--- src/rtl/fpq_pkg.sv ---
package fpq_pkg;

    typedef enum logic [1:0] {
        ST_IDLE,
        ST_ISSUE,
        ST_WAIT,
        ST_FINISH
    } seq_state_e;

    // status word fields whose positions the surrounding logic decodes
    localparam int QNE_LO    = 12;
    localparam int QNE_HI    = 13;
    localparam int CEXC_LO   = 0;
    localparam int CEXC_W    = 5;
    localparam int PC_STEP   = 4;

endpackage

--- src/rtl/fpq_entry_mux.sv ---
module fpq_entry_mux #(
    parameter int QDEPTH = 4,
    parameter int XLEN   = 32,
    parameter int IW     = 2
) (
    input  logic [QDEPTH*XLEN-1:0] q_insn_flat,
    input  logic [QDEPTH*XLEN-1:0] q_addr_flat,
    input  logic [IW-1:0]          idx,
    input  logic                   precise,
    input  logic [XLEN-1:0]        precise_insn,
    input  logic [XLEN-1:0]        trap_pc,
    output logic [XLEN-1:0]        sel_insn,
    output logic [XLEN-1:0]        sel_addr
);

    logic [XLEN-1:0] insn_arr [QDEPTH];
    logic [XLEN-1:0] addr_arr [QDEPTH];

    for (genvar g = 0; g < QDEPTH; g++) begin : g_unpack
        assign insn_arr[g] = q_insn_flat[g*XLEN +: XLEN];
        assign addr_arr[g] = q_addr_flat[g*XLEN +: XLEN];
    end

    always_comb begin
        sel_insn = '0;
        sel_addr = '0;
        if (precise) begin
            sel_insn = precise_insn;
            sel_addr = trap_pc;
        end else begin
            for (int i = 0; i < QDEPTH; i++) begin
                if (IW'(i) == idx) begin
                    sel_insn = insn_arr[i];
                    sel_addr = addr_arr[i];
                end
            end
        end
    end

endmodule

--- src/rtl/fpq_status_fix.sv ---
module fpq_status_fix
    import fpq_pkg::*;
#(
    parameter int XLEN = 32
) (
    input  logic [XLEN-1:0] status_in,
    input  logic            all_ok,
    output logic [XLEN-1:0] status_out
);

    localparam logic [XLEN-1:0] QNE_MASK  = XLEN'((2 ** (QNE_HI - QNE_LO + 1) - 1) << QNE_LO);
    localparam logic [XLEN-1:0] CEXC_MASK = XLEN'((2 ** CEXC_W - 1) << CEXC_LO);

    logic [XLEN-1:0] clr_mask;

    always_comb begin
        clr_mask = QNE_MASK;
        if (all_ok) begin
            clr_mask = clr_mask | CEXC_MASK;
        end
        status_out = status_in & ~clr_mask;
    end

endmodule

--- src/rtl/fpq_pc_step.sv ---
module fpq_pc_step
    import fpq_pkg::*;
#(
    parameter int XLEN = 32
) (
    input  logic [XLEN-1:0] npc_in,
    output logic [XLEN-1:0] pc_next,
    output logic [XLEN-1:0] npc_next
);

    assign pc_next  = npc_in;
    assign npc_next = npc_in + XLEN'(PC_STEP);

endmodule

--- src/rtl/fpq_replay_seq.sv ---
module fpq_replay_seq
    import fpq_pkg::*;
#(
    parameter int QDEPTH = 4,
    parameter int XLEN   = 32,
    localparam int DW    = $clog2(QDEPTH + 1),
    localparam int IW    = (QDEPTH > 1) ? $clog2(QDEPTH) : 1
) (
    input  logic                   clk,
    input  logic                   rst_n,
    input  logic                   start,
    input  logic [DW-1:0]          q_depth_in,
    input  logic [QDEPTH*XLEN-1:0] q_insn_flat,
    input  logic [QDEPTH*XLEN-1:0] q_addr_flat,
    input  logic [XLEN-1:0]        precise_insn,
    input  logic [XLEN-1:0]        trap_pc_in,
    input  logic [XLEN-1:0]        trap_npc_in,
    input  logic [XLEN-1:0]        status_in,
    input  logic                   exec_done,
    input  logic                   exec_ok,
    output logic                   exec_valid,
    output logic [XLEN-1:0]        exec_insn,
    output logic [XLEN-1:0]        exec_addr,
    output logic                   busy,
    output logic                   complete,
    output logic                   all_ok,
    output logic [DW-1:0]          q_depth,
    output logic [XLEN-1:0]        pc_out,
    output logic [XLEN-1:0]        npc_out,
    output logic [XLEN-1:0]        status_out
);

    seq_state_e state, state_nx;

    logic [IW-1:0]   idx;
    logic [DW-1:0]   depth_r;
    logic            precise_r;
    logic            ok_r;
    logic [XLEN-1:0] pc_r;
    logic [XLEN-1:0] npc_r;
    logic [XLEN-1:0] st_r;

    logic            last_entry;
    logic            step_on;
    logic [XLEN-1:0] st_clean;
    logic [XLEN-1:0] pc_nx;
    logic [XLEN-1:0] npc_nx;

    assign last_entry = ((DW'(idx) + DW'(1)) == depth_r);
    assign step_on    = exec_ok && !precise_r && !last_entry;

    fpq_entry_mux #(
        .QDEPTH (QDEPTH),
        .XLEN   (XLEN),
        .IW     (IW)
    ) u_mux (
        .q_insn_flat  (q_insn_flat),
        .q_addr_flat  (q_addr_flat),
        .idx          (idx),
        .precise      (precise_r),
        .precise_insn (precise_insn),
        .trap_pc      (pc_r),
        .sel_insn     (exec_insn),
        .sel_addr     (exec_addr)
    );

    fpq_status_fix #(
        .XLEN (XLEN)
    ) u_stfix (
        .status_in  (st_r),
        .all_ok     (exec_ok),
        .status_out (st_clean)
    );

    fpq_pc_step #(
        .XLEN (XLEN)
    ) u_pcstep (
        .npc_in   (npc_r),
        .pc_next  (pc_nx),
        .npc_next (npc_nx)
    );

    // state register
    always_ff @(posedge clk or negedge rst_n) begin
        if (!rst_n) begin
            state <= ST_IDLE;
        end else begin
            state <= state_nx;
        end
    end

    // transitions
    always_comb begin
        state_nx = state;
        unique case (state)
            ST_IDLE:   if (start) state_nx = ST_ISSUE;
            ST_ISSUE:  state_nx = ST_WAIT;
            ST_WAIT: begin
                if (exec_done) begin
                    state_nx = step_on ? ST_ISSUE : ST_FINISH;
                end
            end
            ST_FINISH: state_nx = ST_IDLE;
            default:   state_nx = ST_IDLE;
        endcase
    end

    // outputs
    always_comb begin
        exec_valid = 1'b0;
        busy       = 1'b1;
        complete   = 1'b0;
        unique case (state)
            ST_IDLE:   busy       = 1'b0;
            ST_ISSUE:  exec_valid = 1'b1;
            ST_WAIT:   ;
            ST_FINISH: complete   = 1'b1;
            default:   busy       = 1'b0;
        endcase
    end

    // captured context and results
    always_ff @(posedge clk or negedge rst_n) begin
        if (!rst_n) begin
            idx       <= '0;
            depth_r   <= '0;
            precise_r <= 1'b0;
            ok_r      <= 1'b0;
            pc_r      <= '0;
            npc_r     <= '0;
            st_r      <= '0;
        end else begin
            if (state == ST_IDLE && start) begin
                idx       <= '0;
                depth_r   <= q_depth_in;
                precise_r <= (q_depth_in == '0);
                ok_r      <= 1'b0;
                pc_r      <= trap_pc_in;
                npc_r     <= trap_npc_in;
                st_r      <= status_in;
            end else if (state == ST_WAIT && exec_done) begin
                if (step_on) begin
                    idx <= idx + IW'(1);
                end else begin
                    ok_r <= exec_ok;
                    if (precise_r) begin
                        if (exec_ok) begin
                            pc_r  <= pc_nx;
                            npc_r <= npc_nx;
                        end
                    end else begin
                        st_r    <= st_clean;
                        depth_r <= '0;
                    end
                end
            end
        end
    end

    assign all_ok     = ok_r;
    assign q_depth    = depth_r;
    assign pc_out     = pc_r;
    assign npc_out    = npc_r;
    assign status_out = st_r;

endmodule

--- config.mk ---
export PLATFORM = sky130hd
export DESIGN_NAME = fpq_replay_seq
export DESIGN_NICKNAME = d
export VERILOG_FILES = /design/src/rtl/fpq_pkg.sv /design/src/rtl/fpq_entry_mux.sv /design/src/rtl/fpq_status_fix.sv /design/src/rtl/fpq_pc_step.sv /design/src/rtl/fpq_replay_seq.sv
export SDC_FILE = /design/constraint.sdc
export NUM_CORES = 1
export LEC_CHECK = 0
export BUFFER_PORTS_ARGS = -buffer_cell sky130_fd_sc_hd__buf_2
export CORE_AREA = 2 2 219 221
export DETAILED_ROUTE_END_ITERATION = 8
export DIE_AREA = 0 0 221 223
export GPL_ROUTABILITY_DRIVEN = 0
export PLACE_DENSITY = 0.43
export SLEW_MARGIN = 20
export SYNTH_ARGS = -nofsm -noshare
export SYNTH_HDL_FRONTEND = slang
export SYNTH_SLANG_ARGS = --single-unit
--- constraint.sdc ---
create_clock -name clk -period 2.6 [get_ports clk]
set_clock_uncertainty 0.15 [all_clocks]
set_input_delay 0.39 -clock clk [delete_from_list [all_inputs] [get_ports clk]]
set_output_delay 0.39 -clock clk [all_outputs]
set_load 0.02 [all_outputs]
; ---- Word level (Yosys, flattened, before mapping)
; Cells that the tools add are included.
[totals]
output_inout_bits = 167
reg_bits = 105
elab_cells = 84
in_bits = 392
[classes]
bitwise_logic = 2
addsub = 3
n_reduce_logical = 18
n_mux = 42
eq_ne = 11
[op_table]
columns = op, n
row1 = $mux 32, 24
row2 = $add 32x3->32 const B, 1
row3 = $and 32x32->32, 1
row4 = $not 14->32, 1
row5 = $mux 2, 6
row6 = $mux 3, 4
row7 = $pmux 2 s4, 1
row8 = $reduce_bool 2->1, 4
row9 = $mux 1, 6
row10 = $reduce_and 2->1, 3
row11 = $mux 5, 1
row12 = $eq 2x2->1 const A, 2
row13 = $eq 2x2->1 const B, 2
row14 = $logic_and 1x1->1, 4
row15 = $logic_not 2->1, 2
row16 = $ne 2x1->1 const B, 2
row17 = $ne 2x2->1 const B, 2
row18 = $reduce_and 4->1, 1
row19 = $add 2x1->3 const B, 1
row20 = $eq 3x3->1, 1
row21 = $logic_not 3->1, 1
row22 = $reduce_and 3->1, 1
row23 = $add 2x1->2 const B, 1
row24 = $eq 1x2->1 const A, 1
row25 = 2 further kinds, 3

; ---- Logic depth before layout (Yosys ltp)
[depth]
word_depth = 7
mapped_depth = 10
mapped_depth_nobuf = 7

; ---- Hierarchy
; From an unflattened synthesis, not the netlist that was laid out.
[hier_totals]
cells_unflattened = 1019
hier_area_um2 = 8778.4
[by_module_without_submodules]
columns = module, instances, cells_each, area_each_um2, seq_area_each_um2
row1 = fpq_replay_seq, 1, 507, 5038.6, 2627.5
row2 = fpq_entry_mux, 1, 364, 2681.3, 0.0
row3 = fpq_pc_step, 1, 115, 820.8, 0.0
row4 = fpq_status_fix, 1, 33, 237.7, 0.0

; ---- Least setup slack after synthesis
; No wires, ideal clock.
[synth_path]
path_kind = reg2out
startpoint = register idx[1]
endpoint = output exec_addr[21]
t_required_ps = 2060
arrival_time_ps = 1951
n_path_buf = 3
slack_ps = 109
stages_incl_launch_ff = 11
path_cell_list = dfrtp_1 inv_1 ha_1 clkbuf_1 clkbuf_1 clkbuf_1 nand2_1 a21oi_1 a21oi_1 o21ai_0 o21a_1
[synth_between]
elab_chain_len = 6
word_cells_on_any_way = 9
classes_between = eq/ne (3) / mux (5) / reduce/logical (1)
[synth_lines]
columns = item, line
row1 = start: declaration, fpq_replay_seq.sv:35  ; logic [IW-1:0] idx;
row2 = start signal: assignment, fpq_replay_seq.sv:143  ; idx <= idx + IW'(1);
row3 = $logic_not 2->1, fpq_entry_mux.sv:32  ; if (IW'(i) == idx) begin
row4 = $mux 32 (3 in a row), fpq_entry_mux.sv:32
row5 = $mux 32 (*), fpq_entry_mux.sv:32
row6 = $mux 32 (*), fpq_entry_mux.sv:27  ; if (precise) begin
row7 = end: declaration, fpq_replay_seq.sv:23  ; output logic [XLEN-1:0] exec_addr,
; Mark *: on every way between the ends. The rest lies on a longest branch, timed or not.

; ---- Final worst setup path
[layout_path]
startpoint = register idx[0]
endpoint = output exec_addr[19]
; The elaborated chain is that of the path after synthesis.

==> impl_metrics.yaml <==
worst_setup_path:
  cp_slowest_stage_delay_ns: 0.43
  cpMaxStageDelayCell: "dfrtp_1"
  r2r_slack_ns: 0.15
  crit_chain: "inv_2 > ha_4 > buf_12 > buf_4 > buf_12 > buf_4 > nand3b_1 > a21oi_2 > a21oi_1 > o21ai_2 > o21a_1 > buf_6"
  reg2reg_from: "idx[0]$_DFFE_PN0P_"
  required_ns: 2.06
  cp_max_fo: 6
  crit_arrival_ns: 2.36
  reg2regPathDepth: 11
  timing.rr.end: "status_out[13]$_DFFE_PN0P_"
  start_kind: "flip-flop"
  startpoint: "idx[0]$_DFFE_PN0P_"
  criticalPathCategory: "flip-flop to output port"
  end_kind: "output port"
  endpoint: "exec_addr[19]"
clock_network:
  cts_root_buf: "clkbuf_16"
  cts.sinks: 105
  cts-buffers-inserted: 9
  cts_buffer_depth: 2
  cts_tree: "built"
  clock_latency_ns: 0.38
  htree_levels: 3
  clk_pin_slew_ns: 0.07
logic_synthesis:
  synth-seq-cells: 105
  avgSynthCellArea_sq_um: 7.15
  yosysMostFrequentCell: "nand2_1"
  syn-instance-count: 1075
  synth_commonest_cells: "269 x nand2_1, 198 x a21oi_1, 105 x dfrtp_1"
  synth_seq_area_share_pct: 34.2
  yosys.cell_types.count: 45
  yosysWarningCount: 0
  synth_area_sq_um: 7680
  synth_area_leaders: "dfrtp_1 34%, nand2_1 13%, a21oi_1 13%"
  synth_edf_count: 0
  synth_largest_area_cell: "dfrtp_1"
  synth_largest_type_area_fraction_pct: 34.2
  synthArstFlopShare_pct: 100
  synth_ff_type: "dfrtp_1"
  synth_fp_nets: 1472
route:
  finalWirelength_mm: 45.9
  viasPerCell: 4.56
  ant_nets: 0
  num_vias: 10300
  wl_per_cell_microns: 20.3
  wl_met2_mm: 22.3
  wl_met3_mm: 2.53
  drc: 0
  firstDrtPassIters: 7
  wl_met1_mm: 19.3
  highest_layer: "met4"
  drt-initial-drc-count: 589
pwr:
  powerDensity_nw_per_um2: 1220
  vdd_drop_max_mv: 0.546
  p_leak_nw: 6.09
  pwr-share-seq_pct: 21.2
  power.internal_mw: 8.16
  combinationalPowerShare_pct: 69.2
  power_frac_clock_pct: 9.6
  p_switching_mw: 7.94
  swShare_pct: 49.3
global_routing:
  grt_max_degree: 60
  grt_first_pass_wirelength_mm: 65.9
  grt_pass1_vias: 10100
  grt_antenna_before_repair: 4
  grt_usage_pct: 17.7
  overflow: 0
floorplanning:
  die_w_microns: 221
  core_sq_um: 47100
  die_area_sq_um: 49300
  num_rows: 80
  die_h_microns: 223
  io_pins: 559
  start_util_pct: 16.3
sta:
  tns_ns: -9.71
  final_max_slew_viol_count: 0
  setup_viol: 64
  hold_viol: 0
  setup_ws_ns: -0.299
  max_freq_ghz: 0.345
  fin_crit_sh_pct: 112
  finalCriticalPeriod_ns: 2.90
  tightest_slew_ns: 0.876
  rsz0062_at_grt: "true"
  hold_ws_ns: 0.0503
  worst_slew_margin_rel_pct: 41.5
min_path:
  min_path_type: "primary input to flip-flop"
run:
  maxCapViolations: 0
placement:
  hpwl_mm: 34.5
  port_buffers: 558
final_layout:
  area_growth_pct: 71.3
  finalNetCount: 2038
  final_layout_size_suffix_gt1_share_pct: 47.0
status:
  status: "finished, violations left"
  violations: "setup timing"
-- placed cells by master, fill, tap and decap left out, types with 55 or more instances in the layout --
cell,instances
a21oi_2,62
o21ai_1,55
nand3b_1,62
buf_6,66
nand2_1,263
dfrtp_1,104
o21a_1,60
buf_4,59
a21oi_1,134
buf_2,494
-- per-stage QoR --
| step | setup slack, ns | power, mW | area, sq um | util (%) | instances |
|---|---|---|---|---|---|
| after floorplan | 0.109 | 8.55 | 7680 | - | 1075 |
| after global placement | -0.0823 | 12.6 | 11500 | 24.5 | 2216 |
| after detailed placement | -0.107 | 12.6 | 11500 | 24.5 | 2216 |
| after CTS | -0.310 | 15.8 | 12800 | 27.1 | 2252 |
| after global routing | -0.380 | 17.1 | 13200 | 27.9 | 2264 |
| final | -0.299 | 16.1 | 13200 | 27.9 | 2266 |
-- how the worst min path moves through the flow --
stage / start / end / slack, ns / cells past startpoint
CTS: status_in[29] / status_out[29]$_DFFE_PN0P_ / 0.01 / 3
global route: status_in[30] / status_out[30]$_DFFE_PN0P_ / 0.04 / 3
finish: trap_npc_in[0] / npc_out[0]$_DFFE_PN0P_ / 0.05 / 3
global placement: rst_n / status_out[9]$_DFFE_PN0P_ / 0.30 / 1
detailed placement: rst_n / status_out[11]$_DFFE_PN0P_ / 0.30 / 1
floorplan: rst_n / all_ok$_DFFE_PN0P_ / -0.06 / 0
-- power groups by stage --
stage / Clock [mW] / Combinational, mW / Sequential, mW
2_1_floorplan: 0 / 4.57 / 3.97
3_3_place_gp: 0 / 9.17 / 3.44
3_5_place_dp: 0 / 9.18 / 3.45
4_1_cts: 1.61 / 10.7 / 3.43
5_1_grt: 1.65 / 11.9 / 3.55
6_report: 1.55 / 11.1 / 3.42
-- worst max-delay path, delay by kind of cell, from the launching register on --
kind,cells,cell delay (ns)
fa+ha+maj,1,0.17
buf+inv,6,0.70
simple gates,1,0.09
flops,1,0.43
compound gates,4,0.57
-- per-layer routing --
| layer | vias up | track usage (%) |
|---|---|---|
| met1 | 4936 | 22.0 |
| li1 | 4885 | - |
| met3 | 78 | 3.31 |
| met5 | - | 0 |
| met2 | 430 | 29.8 |
| met4 | 0 | 7.47 |
-- timing repair --
item	4_1_cts	5_1_grt
gates resized for setup	235	75
hold buffers	1	0
cloned	7	3
hold endpoints to repair	40	0
pin swaps	54	77
setup endpoints to repair	64	64
setup buffers	16	9
-- layout make-up --
cell class / instances / area (sq um)
inverter: 5 / 18.8
clock buffer: 10 / 229
multi-input combinational: 871 / 5110
timing repair buffer: 649 / 4310
tap: 615 / 769
antenna: 5 / 12.5
sequential: 105 / 2630
fill: 5241 / 34000
clock inverter: 6 / 91.3
-- logic make-up (layout without fill, tap and decap cells) --
family / after synthesis / in the layout / share of synthesized area [%]
compound gates: 392 / 392 / 28.5
xor+xnor: 31 / 31 / 3.53
fa+ha+maj: 5 / 5 / 0.814
buf+inv: 99 / 670 / 5.13
flops: 105 / 105 / 34.2
mux: 1 / 1 / 0.130
other cells: 0 / 5 / 0
simple gates: 442 / 442 / 27.7
-- state kept, by name, indices dropped and copies added (netlist names) --
| register | cells |
|---|---|
| state | 2 |
| precise_r | 1 |
| pc_out | 32 |
| status_out | 32 |
| idx | 2 |
| q_depth | 3 |
| npc_out | 32 |
| all_ok | 1 |
(Power assumes the default switching activity.)
